===== config.mk =====
export PLATFORM = sky130hd
export DESIGN_NAME = tick_watchdog
export DESIGN_NICKNAME = d
export VERILOG_FILES = /design/src/rtl/tick_watchdog.sv
export SDC_FILE = /design/constraint.sdc
export NUM_CORES = 1
export LEC_CHECK = 0
export BUFFER_PORTS_ARGS = -buffer_cell sky130_fd_sc_hd__buf_2
export CAP_MARGIN = 10
export CORE_MARGIN = 2
export CORE_UTILIZATION = 49
export CTS_BUF_LIST = sky130_fd_sc_hd__clkbuf_8
export DETAILED_ROUTE_END_ITERATION = 12
export GPL_ROUTABILITY_DRIVEN = 1
export GPL_TIMING_DRIVEN = 0
export HOLD_SLACK_MARGIN = 0.12
export PLACE_DENSITY = 0.84
export SLEW_MARGIN = 20
export SYNTH_ARGS = -nofsm -noshare
export SYNTH_HDL_FRONTEND = slang
export SYNTH_SLANG_ARGS = --single-unit

===== constraint.sdc =====
create_clock -name clk -period 2.3 [get_ports clk]
set_clock_uncertainty 0.15 [all_clocks]
set_input_delay 0.345 -clock clk [delete_from_list [all_inputs] [get_ports clk]]
set_output_delay 0.345 -clock clk [all_outputs]
set_load 0.02 [all_outputs]

===== src/rtl/tick_watchdog.sv =====
module tick_watchdog #(
  parameter int ADDR_W      = 16,
  parameter int DATA_W      = 32,
  parameter int TICK_CYCLES = 100_000_000,
  parameter int STATUS_LAG  = 4,
  parameter int CODE_MIN    = 3,
  parameter int CODE_MAX    = 10,
  parameter int CODE_RESET  = 3,
  parameter logic [ADDR_W-1:0] OFS_PERIOD = 16'h3004,
  parameter logic [ADDR_W-1:0] OFS_ACTION = 16'h3008,
  parameter logic [ADDR_W-1:0] OFS_CTL    = 16'h300C
) (
  input  logic              clk,
  input  logic              rst_n,
  input  logic              bus_wr,
  input  logic [ADDR_W-1:0] bus_addr,
  input  logic [DATA_W-1:0] bus_wdata,
  output logic [DATA_W-1:0] bus_rdata,
  output logic              irq,
  output logic              rst_pulse
);
  localparam int PRE_W = (TICK_CYCLES > 1) ? $clog2(TICK_CYCLES) : 1;
  localparam int SEC_W = CODE_MAX - CODE_MIN + 2;
  localparam int LAG_W = $clog2(STATUS_LAG + 1);
  localparam logic [3:0] CMIN = 4'(CODE_MIN);
  localparam logic [3:0] CMAX = 4'(CODE_MAX);
  localparam logic [PRE_W-1:0] PRE_LAST = PRE_W'(TICK_CYCLES - 1);

  logic [3:0]       code_q, code_c;
  logic [1:0]       act_q;
  logic             en_q, stat_q;
  logic [PRE_W-1:0] pre_q;
  logic [SEC_W-1:0] sec_q, reload;
  logic [LAG_W-1:0] lag_q;
  logic             wr_period, wr_act, wr_ctl, en_next, load, tick;
  logic             unused_bits;

  assign wr_period = bus_wr && bus_addr == OFS_PERIOD;
  assign wr_act    = bus_wr && bus_addr == OFS_ACTION;
  assign wr_ctl    = bus_wr && bus_addr == OFS_CTL;
  assign en_next   = wr_ctl ? bus_wdata[0] : en_q;
  assign load      = wr_ctl && bus_wdata[0] && (bus_wdata[1] || !en_q);
  assign code_c    = (code_q < CMIN) ? CMIN : (code_q > CMAX) ? CMAX : code_q;
  assign reload    = SEC_W'(1) << (code_c - CMIN);
  assign tick      = en_q && pre_q == PRE_LAST;
  assign unused_bits = ^bus_wdata[DATA_W-1:4];

  always_comb begin
    bus_rdata = '0;
    if (bus_addr == OFS_PERIOD) bus_rdata[3:0] = code_q;
    if (bus_addr == OFS_ACTION) bus_rdata[1:0] = act_q;
    if (bus_addr == OFS_CTL) begin
      bus_rdata[0] = en_q;
      bus_rdata[8] = stat_q;
    end
  end

  always_ff @(posedge clk or negedge rst_n) begin
    if (!rst_n) begin
      code_q    <= 4'(CODE_RESET);
      act_q     <= '0;
      en_q      <= 1'b0;
      stat_q    <= 1'b0;
      pre_q     <= '0;
      sec_q     <= '0;
      lag_q     <= '0;
      irq       <= 1'b0;
      rst_pulse <= 1'b0;
    end else begin
      rst_pulse <= 1'b0;
      if (wr_period) code_q <= bus_wdata[3:0];
      if (wr_act) act_q <= bus_wdata[1:0];
      en_q <= en_next;
      if (load) begin
        pre_q  <= '0;
        sec_q  <= reload;
        lag_q  <= LAG_W'(STATUS_LAG);
        stat_q <= 1'b0;
        irq    <= 1'b0;
      end else if (!en_next) begin
        stat_q <= 1'b0;
        lag_q  <= '0;
      end else begin
        pre_q <= tick ? '0 : pre_q + 1'b1;
        if (tick && sec_q != '0) begin
          sec_q <= sec_q - 1'b1;
          if (sec_q == SEC_W'(1)) begin
            irq       <= 1'b1;
            rst_pulse <= (act_q == 2'd0);
          end
        end
        if (lag_q != '0) begin
          lag_q <= lag_q - 1'b1;
          if (lag_q == LAG_W'(1)) stat_q <= 1'b1;
        end
      end
    end
  end
endmodule


==> results.json, run 1 <==
{
  "final_hold_viol_count": 0,
  "whs_path_depth": 2,
  "timing_worst_slew_pin_value_ps": 626,
  "startpoint_type": "flop",
  "p_leak_uw": 0.00187,
  "slew_viol_final": 0,
  "slowest_delay_ps": 420,
  "path_depth": 8,
  "core_region_area_um2": 6310,
  "drt-pass1-iter-count": 5,
  "drive_gt1_share_pct": 27.8,
  "antennaDiodeCount": 0,
  "remaining_antenna_violation_count_after_routing": 0,
  "area_growth_pct": 25.5,
  "period_needed_ps": 2300,
  "power.ir.vdd_worst_mv": 0.312,
  "start_util_pct": 50.2,
  "fp-row-count": 29,
  "worst-path-buf-inv": 1,
  "detailed_place_hpwl_um": 5470,
  "slew-limit-headroom_pct": 58.3,
  "switching_share_pct": 24.7,
  "cts_max_level": 2,
  "final.setup.worst_slack_ps": 1.26,
  "cp.arrival_ps": 2390,
  "cts.clk_slew.worst_paths_ps": 90,
  "timing.reg2reg.worst_path_depth": 8,
  "cellInternalPower_uw": 1150,
  "globalRouteTotalUtil_pct": 23.2,
  "synth.yosys.seq_area_share_pct": 38.7,
  "clock_insertion_delay_worst_skew_ps": 310,
  "switchingPower_uw": 377,
  "grt_start_max_net_pins": 50,
  "synth_warnings": 0,
  "detailedPlace.worstSlack_ps": -714,
  "power.share.sequential_pct": 56.4,
  "synth_seq_cells": 49,
  "synth_cell_types": 56,
  "whs_ps": 186,
  "finalSetupViolCount": 0,
  "worst-setup-path-type": "flop to flop",
  "dr.first_iter.drc_count": 233,
  "fin_crit_sh_pct": 99.9,
  "die_y_um": 84.5,
  "fp.dieArea_um2": 7130,
  "power_uw": 1530,
  "ioPinCount": 85,
  "power.clock.fraction_pct": 34.9,
  "clk_path_buf_depth": 2,
  "first_global_vias": 2862,
  "outcome": "finished clean",
  "comb_power_share_pct": 8.7,
  "worst_hold_path_type": "input pin to flop",
  "routedWlPerCell_um": 16.6,
  "crit_fanout": 5,
  "power.density_nw_per_um2": 384,
  "cp_slowest_cell": "sky130_fd_sc_hd__dfrtp_1",
  "rsz_0062_raised_after_global_routing": "true",
  "timing.max_cap.violations": 0,
  "worst_path_cell_chain": "ha_4 > and4_4 > nand4_1 > buf_4 > nor2_1 > nand3_1 > or3_1 > o21ai_1",
  "gp_congestion": 0.935,
  "grt_pass1_wl_um": 13500,
  "cts.sinks": 49,
  "max_freq_mhz": 435,
  "syn_inst": 367,
  "synth-edff-count": 0,
  "vias": 3150,
  "antenna_violations_before_repair": 0,
  "routed_via_density": 5.94,
  "place.port_buffers": 27,
  "die_boundary_width_um": 84.5,
  "cts_buffers": 5,
  "worst_path_dominant_cell_family": "simple AND/OR/NAND/NOR gates",
  "root_buffer": "sky130_fd_sc_hd__clkbuf_8",
  "wirelength_um": 8820,
  "finish.utilization_pct": 63.0,
  "netlist_area_um2": 3170,
  "setup-tns-final_ps": 0,
  "nets": 509,
  "critical_path.endpoint_type": "flop",
  "residual_drc": 0,
  "dominantRegCellSynth": "sky130_fd_sc_hd__dfrtp_1",
  "data_required_time_of_the_worst_path_ps": 2390,
  "num-fill-cells": 492,
  "share_of_flip_flops_with_an_asynchronous_set_or_reset_after_synthesis_pct": 100,
  "synth_area_per_cell_um2": 8.64,
  "cts_tree": "built",
  "grt_remaining_overflow": 0
}
[per-stage QoR]
stage          cell area [um2]  std cells
2_1_floorplan             3270        393
3_3_place_gp              3500        497
3_5_place_dp              3500        497
4_1_cts                   3760        517
5_1_grt                   3980        530
6_report                  3980        530
[sequential cells by signal (all words and copies together), names as in the netlist]
register	cells
sec_q	9
stat_q	1
lag_q	3
irq	1
code_q	4
pre_q	27
en_q	1
act_q	2
rst_pulse	1
[metal layers]
| layer | global-route usage [%] | share of wire (%) |
|---|---|---|
| met2 | 37.8 | 49 |
| met1 | 30.8 | 39 |
| met5 | 0 | 0 |
| met3 | 4.42 | 9.4 |
| met4 | 9.09 | 3.1 |
[power groups by stage]
stage | registers (uW) | logic, uW | clock network, uW
final | 862 | 134 | 533
after global routing | 862 | 146 | 566
after CTS | 862 | 129 | 534
after detailed placement | 879 | 124 | 0
after global placement | 879 | 122 | 0
after floorplan | 879 | 85.4 | 0
[cells in the final DEF, fill, tap and decap left out, drive strengths merged, types with 4 or more instances in the layout]
cell type and instances:
buf 81, dfrtp 47, nand2 33, nor2 28, conb 27, a21oi 27, nand3 22, o21ai 18
a31oi 16, clkbuf 16, inv 13, and3 12, or3 11, nand4 10, nor3 9, mux2 6
a21o 6, ha 6, nor4 6, and2 4, o21a 4, nand2b 4, mux2i 4
[cell families after synthesis]
logic type	count (synthesis)	share of synthesized area, %
DFF	49	38.7
muxes	10	3.39
xor gates and xnor gates	3	0.829
AOI/OAI and AO/OA	86	16.6
and+or+nand+nor	159	27.7
buffers and inverters	53	10.2
other	1	0.118
adders and majority gates	6	2.37
[layout make-up]
cell class	instances	area, um2	share of cell area, %
timing repair buffer	53	374	9.40
buffer	41	289	7.26
tap	77	96.3	2.42
multi-input combinational	291	1860	46.7
sequential	49	1230	30.9
clock buffer	6	82.6	2.07
inverter	11	41.3	1.04
clock inverter	2	7.51	0.189
[Yosys cell counts, drive strengths merged, types with 9 or more instances]
master | n | share of area (%)
nand2 | 33 | 4.0
a21oi | 27 | 4.4
o21ai | 18 | 2.8
or3 | 11 | 2.2
buf | 30 | 7.5
a31oi | 16 | 3.2
and3 | 12 | 2.4
inv | 11 | 1.3
nor3 | 9 | 1.4
dfrtp | 47 | 37
nand3 | 22 | 3.5
nand4 | 10 | 2.0
clkbuf | 12 | 1.4
nor2 | 28 | 3.4
[worst paths after layout]
| kind | from | endpoint | slack [ps] |
|---|---|---|---|
| setup / recovery | pre_q[1] | pre_q[18] | 1 |
| setup reg to reg | pre_q[1] | pre_q[18] | 1 |
| min in group asynchronous | rst_n | code_q[2] | 430 |
| hold / removal | bus_wdata[1] | act_q[1] | 190 |
| hold reg to reg | sec_q[8] | sec_q[8] | 360 |
| max in group asynchronous | rst_n | pre_q[11] | 1100 |
[what timing repair did]
action	CTS	global route
buffers inserted	10	12
resized for setup	15	24
endpoints found under the hold margin	2	47
hold buffers	2	1
setup endpoints to repair	38	38
gates cloned	0	1
pin swaps	6	18
(Power assumes the default switching activity.)
==> run 2: changes to the inputs <==
RECOVER_POWER = 25   (was unset)
==> results.json, run 2 (same netlist as run 1, synthesis figures left out) <==
{
  "nets": 509,
  "startpoint_type": "flop",
  "cts.sinks": 49,
  "num-fill-cells": 493,
  "critical_path.endpoint_type": "flop",
  "die_y_um": 84.5,
  "wirelength_um": 8830,
  "antennaDiodeCount": 0,
  "period_needed_ps": 2300,
  "cts_max_level": 2,
  "gp_congestion": 0.935,
  "design_area_um2": 3980,
  "root_buffer": "sky130_fd_sc_hd__clkbuf_8",
  "timing_worst_slew_pin_value_ps": 1220,
  "die_boundary_width_um": 84.5,
  "whs_ps": 186,
  "fp-row-count": 29,
  "cts_buffers": 5,
  "grt_start_max_net_pins": 50,
  "placedInstanceArea_um2": 3500,
  "clock_insertion_delay_worst_skew_ps": 310,
  "ioPinCount": 85,
  "cts_tree": "built",
  "globalRouteTotalUtil_pct": 23.2,
  "worst_hold_path_type": "input pin to flop",
  "grt_pass1_wl_um": 13500,
  "slew_viol_final": 0,
  "max_flop_register": "pre_q",
  "place.port_buffers": 27,
  "area_growth_pct": 25.4,
  "residual_drc": 0,
  "core_region_area_um2": 6310,
  "timing.max_cap.violations": 0,
  "power.ir.vdd_worst_mv": 0.312,
  "worst-setup-path-type": "flop to flop",
  "largest_reg_flops": 27,
  "final_hold_viol_count": 0,
  "crit_fanout": 5,
  "drt-pass1-iter-count": 5,
  "remaining_antenna_violation_count_after_routing": 0,
  "start_util_pct": 50.2,
  "finalSetupViolCount": 0,
  "slew-limit-headroom_pct": 19.0,
  "detailed_place_hpwl_um": 5470,
  "largest_registers": "pre_q x27, sec_q x9, code_q x4",
  "final_common_cell": "sky130_fd_sc_hd__buf_4",
  "clk_path_buf_depth": 2,
  "p_leak_uw": 0.00187,
  "routedWlPerCell_um": 16.7,
  "outcome": "finished clean",
  "cts.clk_slew.worst_paths_ps": 90,
  "power.density_nw_per_um2": 384,
  "antenna_violations_before_repair": 0,
  "mostFrequentLayoutCells": "sky130_fd_sc_hd__buf_4 (48), sky130_fd_sc_hd__dfrtp_1 (46), sky130_fd_sc_hd__nand2_1 (31)",
  "cp.arrival_ps": 2390,
  "routed_via_density": 5.96,
  "rsz_0062_raised_after_global_routing": "true",
  "grt_remaining_overflow": 0,
  "drive_gt1_share_pct": 27.8,
  "max_freq_mhz": 435,
  "vias": 3161,
  "data_required_time_of_the_worst_path_ps": 2390,
  "dr.first_iter.drc_count": 233,
  "first_global_vias": 2862,
  "setup-tns-final_ps": 0,
  "fin_crit_sh_pct": 99.9,
  "fp.dieArea_um2": 7130
}
[run 2: path summary, 6_finish.rpt]
check	depth (start not counted)	startpoint	to	slack (ps)
max	8	pre_q[1]	pre_q[18]	2
min	2	bus_wdata[1]	act_q[1]	190
max reg2reg	8	pre_q[1]	pre_q[18]	2
min reg2reg	2	sec_q[8]	sec_q[8]	360
max in group asynchronous	2	rst_n	pre_q[11]	510
min in group asynchronous	2	rst_n	code_q[2]	660
[run 2: per-stage QoR]
step,power [uW],utilization [%],std cells,worst slack [ps]
floorplan,964,-,393,60.5
global placement,1000,55.4,497,-707
detailed placement,1000,55.4,497,-714
CTS,1520,59.5,517,-28.2
global route,1570,63.0,530,-117
finish,1530,63.0,530,1.68
[run 2: per-layer routing]
layer	vias up	part of all wire (%)	track usage [%]
met4	0	3.2	9.09
li1	1447	-	-
met2	226	49	37.8
met3	41	9.5	4.42
met1	1447	39	30.8
met5	-	0	0
[run 2: worst max-delay path: stages (launching register included)]
cell,delay [ps]
sky130_fd_sc_hd__dfrtp_1,420
sky130_fd_sc_hd__ha_4,170
sky130_fd_sc_hd__and4_4,260
sky130_fd_sc_hd__nand4_1,250
sky130_fd_sc_hd__buf_4,260
sky130_fd_sc_hd__nor2_1,210
sky130_fd_sc_hd__nand3_1,130
sky130_fd_sc_hd__or3_1,310
sky130_fd_sc_hd__o21ai_1,70
[run 2: layout make-up]
type	instances	area, um2	share of cell area, %
multi-input combinational	291	1860	46.7
clock inverter	2	7.51	0.189
buffer	41	289	7.27
timing repair buffer	53	372	9.34
inverter	11	41.3	1.04
sequential	49	1230	30.9
tap	77	96.3	2.42
clock buffer	6	82.6	2.08
[run 2: where the power goes]
part | switching (uW) | total, uW | leakage, uW | internal [uW]
registers | 0.561 | 862 | 0.000645 | 861
logic | 81.0 | 133 | 0.00117 | 52.0
clock network | 296 | 533 | 0.0000538 | 237
[run 2: what timing repair did]
item	4_1_cts	5_1_grt
setup buffers	10	12
endpoints found under the setup margin	38	38
hold buffers	2	1
resized for setup	15	24
cloned	0	1
hold endpoints to repair	2	47
pin swaps	6	18
==> run 3: changes to the inputs <==
GPL_TIMING_DRIVEN = 1   (was 0)
==> results.json, run 3 (same netlist as run 1, synthesis figures left out) <==
{
  "cts_max_level": 2,
  "fp.dieArea_um2": 7130,
  "startpoint_type": "flop",
  "worst_path_dominant_cell_family": "simple AND/OR/NAND/NOR gates",
  "slew-limit-headroom_pct": 18.9,
  "detailed_place_hpwl_um": 5700,
  "cp.arrival_ps": 2280,
  "cts.sinks": 49,
  "timing.reg2reg.worst_path_depth": 7,
  "gp_congestion": 0.941,
  "outcome": "finished clean",
  "worstSetupStartpoint": "pre_q[0]",
  "drt-pass1-iter-count": 5,
  "die_y_um": 84.5,
  "grt_remaining_overflow": 0,
  "place.port_buffers": 29,
  "ioPinCount": 85,
  "worst_hold_path_type": "input pin to flop",
  "clock_insertion_delay_worst_skew_ps": 310,
  "path_depth": 7,
  "switchingPower_uw": 372,
  "finish.utilization_pct": 59.8,
  "residual_drc": 0,
  "start_util_pct": 50.2,
  "area_growth_pct": 19.1,
  "cts_buffers": 5,
  "routed_via_density": 5.88,
  "cts_tree": "built",
  "largest_registers": "pre_q x27, sec_q x9, code_q x4",
  "clk_path_buf_depth": 2,
  "data_required_time_of_the_worst_path_ps": 2340,
  "capture_point_of_the_worst_reg_to_reg_path": "pre_q[19]",
  "max_freq_mhz": 447,
  "p_leak_uw": 0.00176,
  "design_area_um2": 3780,
  "worst_setup_path_endpoint": "pre_q[19]",
  "root_buffer": "sky130_fd_sc_hd__clkbuf_8",
  "fin_crit_sh_pct": 97.3,
  "largest_reg_flops": 27,
  "grt_pass1_wl_um": 13200,
  "slowest_delay_ps": 470,
  "power.share.sequential_pct": 58.8,
  "dr.first_iter.drc_count": 287,
  "first_global_vias": 2911,
  "wirelength_um": 8030,
  "antenna_violations_before_repair": 0,
  "remaining_antenna_violation_count_after_routing": 0,
  "r2r-start": "pre_q[0]",
  "drive_gt1_share_pct": 24.5,
  "final_hold_viol_count": 0,
  "antennaDiodeCount": 0,
  "rsz_0062_raised_after_global_routing": "true",
  "timing.max_cap.violations": 0,
  "rrSetupSlack_ps": 60,
  "die_boundary_width_um": 84.5,
  "cp_slowest_cell": "sky130_fd_sc_hd__or3_1",
  "detailedPlace.worstSlack_ps": -164,
  "fp-row-count": 29,
  "placedInstanceArea_um2": 3560,
  "met3_usage_pct": 5.90,
  "cts.clk_slew.worst_paths_ps": 100,
  "power.density_nw_per_um2": 388,
  "max_flop_register": "pre_q",
  "slew_viol_final": 0,
  "use_met2_pct": 38.6,
  "worst_path_cell_chain": "buf_4 > and3_1 > nand3_1 > or3_1 > or2_2 > o21ai_0 > a31oi_1",
  "period_needed_ps": 2240,
  "routedWlPerCell_um": 15.5,
  "switching_share_pct": 25.4,
  "critical_path.endpoint_type": "flop",
  "globalRouteTotalUtil_pct": 22.7,
  "core_region_area_um2": 6310,
  "grt_start_max_net_pins": 24,
  "global_route.peak_usage_layer": "met2",
  "final_common_cell": "sky130_fd_sc_hd__dfrtp_1",
  "nets": 497,
  "final.setup.worst_slack_ps": 62.9,
  "comb_power_share_pct": 6.8,
  "vias": 3045,
  "power.ir.vdd_worst_mv": 0.356,
  "mostFrequentLayoutCells": "sky130_fd_sc_hd__dfrtp_1 (47), sky130_fd_sc_hd__buf_4 (44), sky130_fd_sc_hd__nand2_1 (31)",
  "finalSetupViolCount": 0,
  "grt.met1_usage_pct": 28.4,
  "power.clock.fraction_pct": 34.4,
  "cellInternalPower_uw": 1090,
  "timing_worst_slew_pin_value_ps": 1220,
  "worst-setup-path-type": "flop to flop",
  "crit_fanout": 5,
  "worst-path-buf-inv": 1
}
run 3: cell types whose count changed in the layout (fill, tap and decap cells not counted), moves of 2 or more:
cell,change
sky130_fd_sc_hd__buf_4,-4
sky130_fd_sc_hd__clkbuf_2,-2
sky130_fd_sc_hd__nor4b_4,-2
sky130_fd_sc_hd__clkbuf_1,-4
sky130_fd_sc_hd__o21ai_0,+2
sky130_fd_sc_hd__a21oi_1,+3
sky130_fd_sc_hd__clkinv_2,+2
sky130_fd_sc_hd__a21oi_2,-3
run 3: power by group through the flow:
stage	clock (uW)	combinational, uW	sequential, uW
6_report	505	99.7	862
5_1_grt	559	110	862
4_1_cts	521	100	862
3_5_place_dp	0	96.0	879
3_3_place_gp	0	94.0	879
2_1_floorplan	0	85.4	879
run 3: worst min-delay path by stage:
stage	startpoint	endpoint	slack, ps	cells after the start
CTS	bus_wdata[1]	code_q[1]	160	2
finish	bus_wdata[1]	code_q[1]	180	2
global route	bus_wdata[1]	code_q[1]	170	2
global placement	rst_n	code_q[3]	180	1
detailed placement	rst_n	code_q[2]	200	1
floorplan	rst_n	act_q[0]	-100	0
run 3: worst reg2reg max path: stages, from the launching register on:
cell and delay (ps):
sky130_fd_sc_hd__dfrtp_1 360, sky130_fd_sc_hd__buf_4 120, sky130_fd_sc_hd__and3_1 220, sky130_fd_sc_hd__nand3_1 230, sky130_fd_sc_hd__or3_1 470, sky130_fd_sc_hd__or2_2 300
sky130_fd_sc_hd__o21ai_0 160, sky130_fd_sc_hd__a31oi_1 110
run 3: metrics by stage:
stage | setup TNS [ps] | hold WS, ps | std cells | total power [uW]
4_1_cts | 0 | 164 | 514 | 1480
3_5_place_dp | -1810 | 195 | 499 | 975
6_report | 0 | 179 | 518 | 1470
2_1_floorplan | 0 | -101 | 393 | 964
5_1_grt | -149 | 169 | 518 | 1530
3_3_place_gp | -526 | 182 | 499 | 973
run 3: layer usage:
metal,part of all wire (%),wire [um]
met1,42,3350
met2,50,4020
met3,7.0,564
met4,1.2,95
met5,0,0
run 3: layout make-up:
cell class                      count  area (um2)
Inverter                           11        41.3
Sequential cell                    49        1230
Clock inverter                      3        13.8
Clock buffer                        5        68.8
Multi-Input combinational cell    293        1780
Fill cell                         528        2540
Tap cell                           77        96.3
Timing Repair Buffer               80         549
run 3: repair_timing:
| action | CTS | global route |
|---|---|---|
| hold endpoints to repair | 20 | 0 |
| hold buffers | 3 | 0 |
| setup buffers | 4 | 2 |
| pin swaps | 3 | 8 |
| gates cloned | 0 | 2 |
| resized for setup | 4 | 9 |
| setup endpoints to repair | 22 | 28 |
